File: src/rtl/addr_brk_pkg.sv
package addr_brk_pkg;
  localparam int BYTE_W = 8;
  localparam int OFF_W  = 4;

  localparam logic [OFF_W-1:0] OFF_STAT = 4'h0;
  localparam logic [OFF_W-1:0] OFF_FCTL = 4'h3;
  localparam logic [OFF_W-1:0] OFF_AHI  = 4'h9;
  localparam logic [OFF_W-1:0] OFF_ALO  = 4'hA;
  localparam logic [OFF_W-1:0] OFF_CTL  = 4'hB;

  localparam int CTL_EN_BIT  = 7;
  localparam int CTL_ACT_BIT = 6;
  localparam int STAT_BIT    = 0;
  localparam int FCTL_BIT    = 7;
endpackage

File: src/rtl/addr_brk_cmp.sv
module addr_brk_cmp #(
  parameter int ADDR_W = 16,
  parameter int BYTE_W = 8
) (
  input  logic [ADDR_W-1:0] bus_addr_i,
  input  logic [ADDR_W-1:0] ref_addr_i,
  output logic              hit_o
);
  localparam int NB = ADDR_W / BYTE_W;

  logic [NB-1:0] byte_eq;

  for (genvar g = 0; g < NB; g++) begin : g_byte
    assign byte_eq[g] = (bus_addr_i[g*BYTE_W +: BYTE_W] == ref_addr_i[g*BYTE_W +: BYTE_W]);
  end

  assign hit_o = &byte_eq;
endmodule

File: src/rtl/addr_brk_regs.sv
module addr_brk_regs
  import addr_brk_pkg::*;
#(
  parameter int ADDR_W = 16
) (
  input  logic              clk_i,
  input  logic              rst_ni,
  input  logic [OFF_W-1:0]  reg_addr_i,
  input  logic [BYTE_W-1:0] reg_wdata_i,
  input  logic              reg_we_i,
  input  logic              act_i,
  input  logic              take_i,
  output logic [ADDR_W-1:0] ref_addr_o,
  output logic              en_o,
  output logic [BYTE_W-1:0] rdata_o
);
  localparam int NB = ADDR_W / BYTE_W;

  logic [NB-1:0][BYTE_W-1:0] addr_byte_q;
  logic                      en_q;
  logic                      fctl_q;
  logic                      stat_q;
  logic [BYTE_W-1:0]         byte_rd;
  logic                      byte_sel;

  // byte k sits at OFF_ALO - k, lower byte highest offset
  for (genvar k = 0; k < NB; k++) begin : g_areg
    localparam logic [OFF_W-1:0] OFF_K = OFF_W'(OFF_ALO - OFF_W'(k));
    always_ff @(posedge clk_i or negedge rst_ni) begin
      if (!rst_ni)                              addr_byte_q[k] <= '0;
      else if (reg_we_i && reg_addr_i == OFF_K) addr_byte_q[k] <= reg_wdata_i;
    end
    assign ref_addr_o[k*BYTE_W +: BYTE_W] = addr_byte_q[k];
  end

  always_ff @(posedge clk_i or negedge rst_ni) begin
    if (!rst_ni) begin
      en_q   <= 1'b0;
      fctl_q <= 1'b0;
    end else if (reg_we_i) begin
      if (reg_addr_i == OFF_CTL)  en_q   <= reg_wdata_i[CTL_EN_BIT];
      if (reg_addr_i == OFF_FCTL) fctl_q <= reg_wdata_i[FCTL_BIT];
    end
  end

  // set wins over a clearing write in the same cycle
  always_ff @(posedge clk_i or negedge rst_ni) begin
    if (!rst_ni)                    stat_q <= 1'b0;
    else if (take_i)                stat_q <= 1'b1;
    else if (reg_we_i && reg_addr_i == OFF_STAT && !reg_wdata_i[STAT_BIT])
                                    stat_q <= 1'b0;
  end

  always_comb begin
    byte_rd  = '0;
    byte_sel = 1'b0;
    for (int k = 0; k < NB; k++) begin
      if (reg_addr_i == OFF_W'(OFF_ALO - OFF_W'(k))) begin
        byte_rd  = addr_byte_q[k];
        byte_sel = 1'b1;
      end
    end
  end

  always_comb begin
    rdata_o = '0;
    if (byte_sel) begin
      rdata_o = byte_rd;
    end else begin
      unique case (reg_addr_i)
        OFF_CTL: begin
          rdata_o[CTL_EN_BIT]  = en_q;
          rdata_o[CTL_ACT_BIT] = act_i;
        end
        OFF_FCTL: rdata_o[FCTL_BIT] = fctl_q;
        OFF_STAT: rdata_o[STAT_BIT] = stat_q;
        default:  rdata_o = '0;
      endcase
    end
  end

  assign en_o = en_q;
endmodule

File: src/rtl/addr_brk_seq.sv
module addr_brk_seq (
  input  logic clk_i,
  input  logic rst_ni,
  input  logic en_i,
  input  logic hit_i,
  input  logic fetch_op_i,
  input  logic insn_bnd_i,
  input  logic ctl_we_i,
  input  logic ctl_act_wr_i,
  output logic act_o,
  output logic take_o,
  output logic brk_o
);
  logic act_q, opnd_pend_q, sw_pend_q;
  logic match, op_hit, opnd_hit, bnd_fire, soft_set, soft_clr;

  always_comb begin
    match    = en_i & hit_i;
    op_hit   = match & fetch_op_i;
    opnd_hit = match & ~fetch_op_i;
    bnd_fire = en_i & insn_bnd_i & (opnd_pend_q | sw_pend_q);
    soft_set = ctl_we_i & ctl_act_wr_i;
    soft_clr = ctl_we_i & ~ctl_act_wr_i;
  end

  always_ff @(posedge clk_i or negedge rst_ni) begin
    if (!rst_ni) begin
      act_q       <= 1'b0;
      opnd_pend_q <= 1'b0;
      sw_pend_q   <= 1'b0;
    end else begin
      if (op_hit || bnd_fire) act_q <= 1'b1;
      else if (soft_clr)      act_q <= 1'b0;

      if (opnd_hit)                     opnd_pend_q <= 1'b1;
      else if (insn_bnd_i || soft_clr)  opnd_pend_q <= 1'b0;

      if (soft_set)                     sw_pend_q <= 1'b1;
      else if (insn_bnd_i || soft_clr)  sw_pend_q <= 1'b0;
    end
  end

  assign take_o = op_hit | bnd_fire;
  assign act_o  = act_q;
  assign brk_o  = en_i & (act_q | take_o);
endmodule

File: src/rtl/addr_brk_unit.sv
module addr_brk_unit
  import addr_brk_pkg::*;
#(
  parameter int ADDR_W = 16
) (
  input  logic              clk_i,
  input  logic              rst_ni,
  input  logic [OFF_W-1:0]  reg_addr_i,
  input  logic [BYTE_W-1:0] reg_wdata_i,
  input  logic              reg_we_i,
  output logic [BYTE_W-1:0] reg_rdata_o,
  input  logic [ADDR_W-1:0] bus_addr_i,
  input  logic              bus_cyc_i,
  input  logic              fetch_op_i,
  input  logic              insn_bnd_i,
  output logic              brk_o
);
  logic [ADDR_W-1:0] ref_addr;
  logic              en, act, take, addr_eq, ctl_we;

  assign ctl_we = reg_we_i && (reg_addr_i == OFF_CTL);

  addr_brk_regs #(.ADDR_W(ADDR_W)) u_regs (
    .clk_i      (clk_i),
    .rst_ni     (rst_ni),
    .reg_addr_i (reg_addr_i),
    .reg_wdata_i(reg_wdata_i),
    .reg_we_i   (reg_we_i),
    .act_i      (act),
    .take_i     (take),
    .ref_addr_o (ref_addr),
    .en_o       (en),
    .rdata_o    (reg_rdata_o)
  );

  addr_brk_cmp #(.ADDR_W(ADDR_W), .BYTE_W(BYTE_W)) u_cmp (
    .bus_addr_i(bus_addr_i),
    .ref_addr_i(ref_addr),
    .hit_o     (addr_eq)
  );

  addr_brk_seq u_seq (
    .clk_i       (clk_i),
    .rst_ni      (rst_ni),
    .en_i        (en),
    .hit_i       (addr_eq & bus_cyc_i),
    .fetch_op_i  (fetch_op_i),
    .insn_bnd_i  (insn_bnd_i),
    .ctl_we_i    (ctl_we),
    .ctl_act_wr_i(reg_wdata_i[CTL_ACT_BIT]),
    .act_o       (act),
    .take_o      (take),
    .brk_o       (brk_o)
  );
endmodule

File: config.mk
export PLATFORM = sky130hd
export DESIGN_NAME = addr_brk_unit
export DESIGN_NICKNAME = d
export VERILOG_FILES = /design/src/rtl/addr_brk_pkg.sv /design/src/rtl/addr_brk_cmp.sv /design/src/rtl/addr_brk_regs.sv /design/src/rtl/addr_brk_seq.sv /design/src/rtl/addr_brk_unit.sv
export SDC_FILE = /design/constraint.sdc
export NUM_CORES = 1
export LEC_CHECK = 0
export BUFFER_PORTS_ARGS = -buffer_cell sky130_fd_sc_hd__buf_2
export CAP_MARGIN = 5
export CORE_ASPECT_RATIO = 1.4
export CORE_MARGIN = 2
export CORE_UTILIZATION = 53
export DETAILED_ROUTE_END_ITERATION = 7
export PLACE_DENSITY = 0.93
export SYNTH_ARGS = -nofsm -noshare
export SYNTH_HDL_FRONTEND = slang
export SYNTH_SLANG_ARGS = --single-unit
File: constraint.sdc
create_clock -name clk_i -period 2.4 [get_ports clk_i]
set_input_delay 0.24 -clock clk_i [delete_from_list [all_inputs] [get_ports clk_i]]
set_output_delay 0.24 -clock clk_i [all_outputs]
set_load 0.1 [all_outputs]
==> results of run 1 <==
[how the worst max path moves through the flow]
stage,cells after the start,slack (ps),to,startpoint
floorplan,4,220,reg_rdata_o[1],reg_addr_i[1]
global placement,5,320,brk_o,u_regs.ref_addr_o[11]
detailed placement,5,280,brk_o,u_regs.ref_addr_o[5]
CTS,5,60,brk_o,u_regs.ref_addr_o[5]
global route,5,30,brk_o,u_regs.ref_addr_o[12]
finish,5,120,brk_o,u_regs.ref_addr_o[11]
[cell families (layout without fill, tap and decap cells)]
logic type	after synthesis	in the layout	synth area share (%)
XOR/XNOR	13	13	8.77
flip-flops	22	22	42.4
buffers and inverters	11	54	4.14
multiplexers	17	17	14.9
AND/OR/NAND/NOR	41	41	17.4
AO/OA/AOI/OAI	23	23	12.3
[state kept, by name, summed over array words and instances, names as in the netlist]
signal,cells
u_regs.stat_q,1
u_regs.ref_addr_o,16
u_seq.opnd_pend_q,1
u_regs.en_o,1
u_seq.sw_pend_q,1
u_regs.fctl_q,1
u_seq.act_o,1
[cells in the mapped netlist]
cell       instances  area, sq um
buf_6              1         11.3
nor3_1             1         5.00
a21oi_2            1         8.76
mux2i_1            1         10.0
nand3_2            1         10.0
nor4_1             4         25.0
buf_4              1         7.51
nand3_1            3         15.0
buf_2              1         5.00
or3_4              1         11.3
o21ai_1            1         5.00
mux2_4             1         15.0
a22oi_1            7         52.6
o31ai_1            1         7.51
nor3_2             1         10.0
o32ai_1            1         8.76
xor2_1            13          114
a31oi_1            1         6.26
a222oi_1           1         10.0
or4_4              1         11.3
inv_1              6         22.5
nor2b_1            5         31.3
nor2_1            11         41.3
nand3b_1           2         15.0
nand2b_1           1         6.26
o22ai_1            1         6.26
o21ai_0            6         30.0
clkbuf_1           1         3.75
nand2_1            8         30.0
or3b_2             1         8.76
a21oi_1            2         10.0
nand4_1            1         6.26
a2111oi_2          1         15.0
inv_2              1         3.75
dfrtp_1           22          551
mux2_2            15          169
[metal layers]
| metal | up-vias | track usage (%) | share of wire, % |
|---|---|---|---|
| met3 | 7 | 2.89 | 5.5 |
| met2 | 43 | 40.8 | 53 |
| met5 | - | 0 | 0 |
| met4 | 0 | 6.43 | 1.5 |
| li1 | 542 | - | - |
| met1 | 586 | 30.6 | 40 |
[final cells by class]
cell class / count / area, sq um
Clock buffer: 3 / 22.5
Fill cell: 188 / 769
Timing Repair Buffer: 44 / 234
Sequential cell: 22 / 551
Multi-Input combinational cell: 94 / 733
Inverter: 7 / 26.3
Tap cell: 23 / 28.8
[where the power goes]
part / total [mW] / switching (mW) / leakage (nW) / internal (mW)
registers: 0.519 / 0.0712 / 0.274 / 0.448
logic: 0.349 / 0.198 / 0.454 / 0.151
clock network: 0.161 / 0.103 / 0.0138 / 0.0587
total: 1.03 / 0.372 / 0.742 / 0.657
[stage by stage]
step | worst slack [ps] | util (%)
2_1_floorplan | 225 | -
4_1_cts | 56.1 | 66.8
6_report | 121 | 67.5
3_5_place_dp | 278 | 65.3
5_1_grt | 25.4 | 67.5
3_3_place_gp | 323 | 65.3
[timing repair]
action | in CTS | in global routing
setup endpoints to repair | 1 | 1
hold buffers | 1 | 0
resized for setup | 1 | 3
endpoints found under the hold margin | 22 | 0
==> impl_metrics.json, run 1 <==
{
  "crit_slowest_cell": "dfrtp_1",
  "std_cell_rows": 21,
  "hold_path.class": "in -> reg",
  "drc_errors": 0,
  "setup_tns_ps": 0,
  "p_per_area_nw_per_um2": 645,
  "rsz0062_at_grt": "no",
  "drt_iter0_markers": 25,
  "period_minus_slack_ps": 2280,
  "post_drt_via_cell_ratio": 6.10,
  "hold_end": "u_seq.opnd_pend_q",
  "grt_max_degree": 23,
  "status": "complete, no violations",
  "crit_family": "compound AO/OA/AOI/OAI gates",
  "tightest_slew_ps": 582,
  "drt_pass1_iterations": 4,
  "numCtsBuffers": 3,
  "cts_root_buf": "clkbuf_4",
  "r2r_end": "u_seq.opnd_pend_q",
  "yosysSeqAreaShare_pct": 42.4,
  "dp.cells": 189,
  "dieArea_sq_um": 2870,
  "cts_tree": "yes",
  "netlist_instances": 127,
  "ant_nets": 0,
  "avgRoutedWirePerCell_microns": 16.4,
  "layout_common_cells": "buf_2 (41), dfrtp_1 (22), mux2_2 (15)",
  "die-width_microns": 45.8,
  "cp.arrival_ps": 2040,
  "cp_data_required_time_ps": 2160,
  "htreeDepth": 1,
  "num_vias": 1178,
  "start_kind": "flip-flop",
  "whs_ps": 152,
  "dp_hpwl_mm": 2.51,
  "grt_pass1_vias": 1168,
  "clk_latency_ps": 300,
  "drv_cap": 0,
  "io_pins": 43,
  "ys_seq_elements": 22,
  "r2r_slack_ps": 890,
  "total_power_mw": 1.03,
  "hold_viol": 0,
  "drv_slew": 0,
  "place_area_sq_um": 1550,
  "syn_to_final_growth_pct": 22.8,
  "r2r-start": "u_regs.ref_addr_o[12]",
  "avgSynthCellArea_sq_um": 10.2,
  "clkTransAtPathRegs_ps": 110,
  "synth_nets": 161,
  "syn_area_sq_um": 1300,
  "hold_start": "fetch_op_i",
  "gp_congestion": 0.942,
  "nets": 206,
  "critPathBufInv": 1,
  "antenna_found_initial": 0,
  "post-cts-setup-buffers": 0,
  "finish.instance_area_sq_um": 1600,
  "worstPathCellList": "nor2b_1 -> a2111oi_2 -> nand3_1 -> o32ai_4 -> buf_6",
  "finalSetupViolations": 0,
  "grt_pass1_wl_mm": 5.15,
  "reg2reg_depth": 4,
  "relSlewSlack_pct": 61.1,
  "worst-setup-path-type": "reg -> out",
  "ys_warn_count": 0,
  "crit_path_max_fanout": 3,
  "drive_above_1_share_pct": 44.1,
  "slowest_delay_ps": 400,
  "cts_buffer_depth": 2,
  "core-area_sq_um": 2360,
  "cts_sinks": 22,
  "start_util_pct": 54.9,
  "critPathCaptureType": "output pin",
  "cellLeakagePower_nw": 0.742,
  "final_cells": 193,
  "finalCritPeriodShare_pct": 95.0,
  "fmaxAchievable_mhz": 439,
  "final_common_cell": "buf_2",
  "irDropWorstVdd_uv": 424,
  "antenna_cells": 0,
  "wirelength_mm": 3.17,
  "portBuffers": 42,
  "grt_overflow_total": 0,
  "ys_types": 36,
  "grtUsageTotal_pct": 23.9,
  "fp.dieH_microns": 62.6,
  "finClkSkew_ps": 1.02,
  "min_path_cells": 2
}
(Power assumes the default switching activity.)
==> run 2: changes to the inputs <==
BUFFER_PORTS_ARGS = -buffer_cell sky130_fd_sc_hd__clkbuf_2   (was -buffer_cell sky130_fd_sc_hd__buf_2)
==> impl_metrics.json, run 2 (same netlist as run 1, synthesis figures left out) <==
{
  "drt_pass1_iterations": 4,
  "min_path_cells": 3,
  "avgRoutedWirePerCell_microns": 16.5,
  "place_ws_ps": 411,
  "start_kind": "flip-flop",
  "drv_cap": 0,
  "drc_errors": 0,
  "critPathBufInv": 1,
  "top_layer_used": "met4",
  "drive_above_1_share_pct": 44.8,
  "htreeDepth": 1,
  "finClkSkew_ps": 2.65,
  "ant_nets": 0,
  "crit_path_max_fanout": 3,
  "finalSetupViolations": 0,
  "dieArea_sq_um": 2870,
  "finalCritPeriodShare_pct": 95.3,
  "final_common_cell": "clkbuf_2",
  "worstPathCellList": "xor2_1 -> nor4_2 -> nand3_1 -> o32ai_4 -> buf_12",
  "reg2reg_depth": 5,
  "cts_tree": "yes",
  "antenna_found_initial": 0,
  "slowest_delay_ps": 440,
  "grt_pass1_wl_mm": 4.78,
  "p_per_area_nw_per_um2": 663,
  "gp_congestion": 0.877,
  "grt_pass1_vias": 1080,
  "die-width_microns": 45.8,
  "cts_buffer_depth": 2,
  "finish.instance_area_sq_um": 1640,
  "cts_root_buf": "clkbuf_4",
  "hold_start": "reg_wdata_i[3]",
  "place_area_sq_um": 1560,
  "nets": 207,
  "wl_met1_mm": 1.30,
  "numCtsBuffers": 3,
  "period_minus_slack_ps": 2290,
  "hold_viol": 0,
  "cts_sinks": 22,
  "wl_met2_mm": 1.70,
  "wirelength_mm": 3.21,
  "layout_common_cells": "clkbuf_2 (41), dfrtp_1 (22), mux2_2 (15)",
  "cellLeakagePower_nw": 0.757,
  "crit_start": "u_regs.ref_addr_o[12]",
  "start_util_pct": 54.9,
  "grtUsageTotal_pct": 22.4,
  "worst-setup-path-type": "reg -> out",
  "antenna_cells": 0,
  "r2r_end": "u_regs.stat_q",
  "r2r-start": "u_regs.ref_addr_o[12]",
  "route.met3.wl_microns": 149,
  "clkTransAtPathRegs_ps": 120,
  "syn_to_final_growth_pct": 26.2,
  "fp.dieH_microns": 62.6,
  "grt_max_degree": 23,
  "hold_end": "u_regs.ref_addr_o[11]",
  "irDropWorstVdd_uv": 507,
  "status": "complete, no violations",
  "largest_reg_flops": 16,
  "fmaxAchievable_mhz": 437,
  "io_pins": 43,
  "critPathCaptureType": "output pin",
  "r2r_slack_ps": 790,
  "crit_slowest_cell": "dfrtp_1",
  "drv_slew": 0,
  "tightest_slew_ps": 544,
  "std_cell_rows": 21,
  "cp.arrival_ps": 2050,
  "cp_data_required_time_ps": 2160,
  "post_drt_via_cell_ratio": 5.93,
  "portBuffers": 42,
  "hold_path.class": "in -> reg",
  "setup_slack_ps": 114,
  "fill_cells": 190,
  "drt_iter0_markers": 38,
  "crit_family": "simple AND/OR/NAND/NOR gates",
  "core-area_sq_um": 2360,
  "dp_hpwl_mm": 2.52,
  "num_vias": 1157,
  "relSlewSlack_pct": 63.7,
  "clk_latency_ps": 300,
  "grt_overflow_total": 0
}
==> run 2: cell count changes in the layout (fill, tap and decap cells not counted), sizes merged <==
cell,change
clkbuf,+42
buf,-40
==> run 2: routing by layer <==
layer	up-vias	track usage, %
li1	545	-
met1	558	28.1
met2	48	38.4
met3	6	1.73
met4	0	8.21
met5	-	0
==> run 2: worst register-to-register path, stage by stage, from the launching register on <==
cell	delay, ps
dfrtp_1	440
xor2_1	180
nor4_2	300
nand3_1	240
buf_4	210
o21ai_0	160
==> run 2: area by class of cell <==
type	count	area [sq um]	area share, %
Multi-Input combinational cell	94	747	45.6
Inverter	7	26.3	1.60
Timing Repair Buffer	45	250	15.3
Clock buffer	4	36.3	2.21
Sequential cell	22	551	33.6
Tap cell	23	28.8	1.76
==> run 2: worst max path at each step <==
stage	slack, ps	to	cells after the start
6_report	110	brk_o	5
3_3_place_gp	490	brk_o	5
2_1_floorplan	220	reg_rdata_o[1]	4
4_1_cts	50	brk_o	5
5_1_grt	-20	brk_o	5
3_5_place_dp	410	brk_o	5
==> run 2: repair_timing <==
action                     4_1_cts  5_1_grt
setup endpoints to repair        0        1
hold endpoints to repair        22        0
setup buffers                    0        1
hold buffers                     1        0
resized for setup                0        3
==> run 2: power breakdown <==
| group | internal (mW) | switching (mW) |
|---|---|---|
| logic | 0.157 | 0.201 |
| registers | 0.448 | 0.0817 |
| clock network | 0.0925 | 0.107 |
| total | 0.697 | 0.390 |
==> run 2: stage by stage <==
| stage | power (mW) | hold WS, ps | utilization, % | TNS, ps | cells |
|---|---|---|---|---|---|
| after detailed placement | 0.876 | 245 | 66.0 | 0 | 189 |
| after global placement | 0.859 | 246 | 66.0 | 0 | 189 |
| after CTS | 1.07 | 152 | 67.9 | 0 | 194 |
| after floorplan | 0.764 | -55.6 | - | 0 | 127 |
| after global routing | 1.13 | 161 | 69.3 | -20.6 | 195 |
| final | 1.09 | 153 | 69.3 | 0 | 195 |
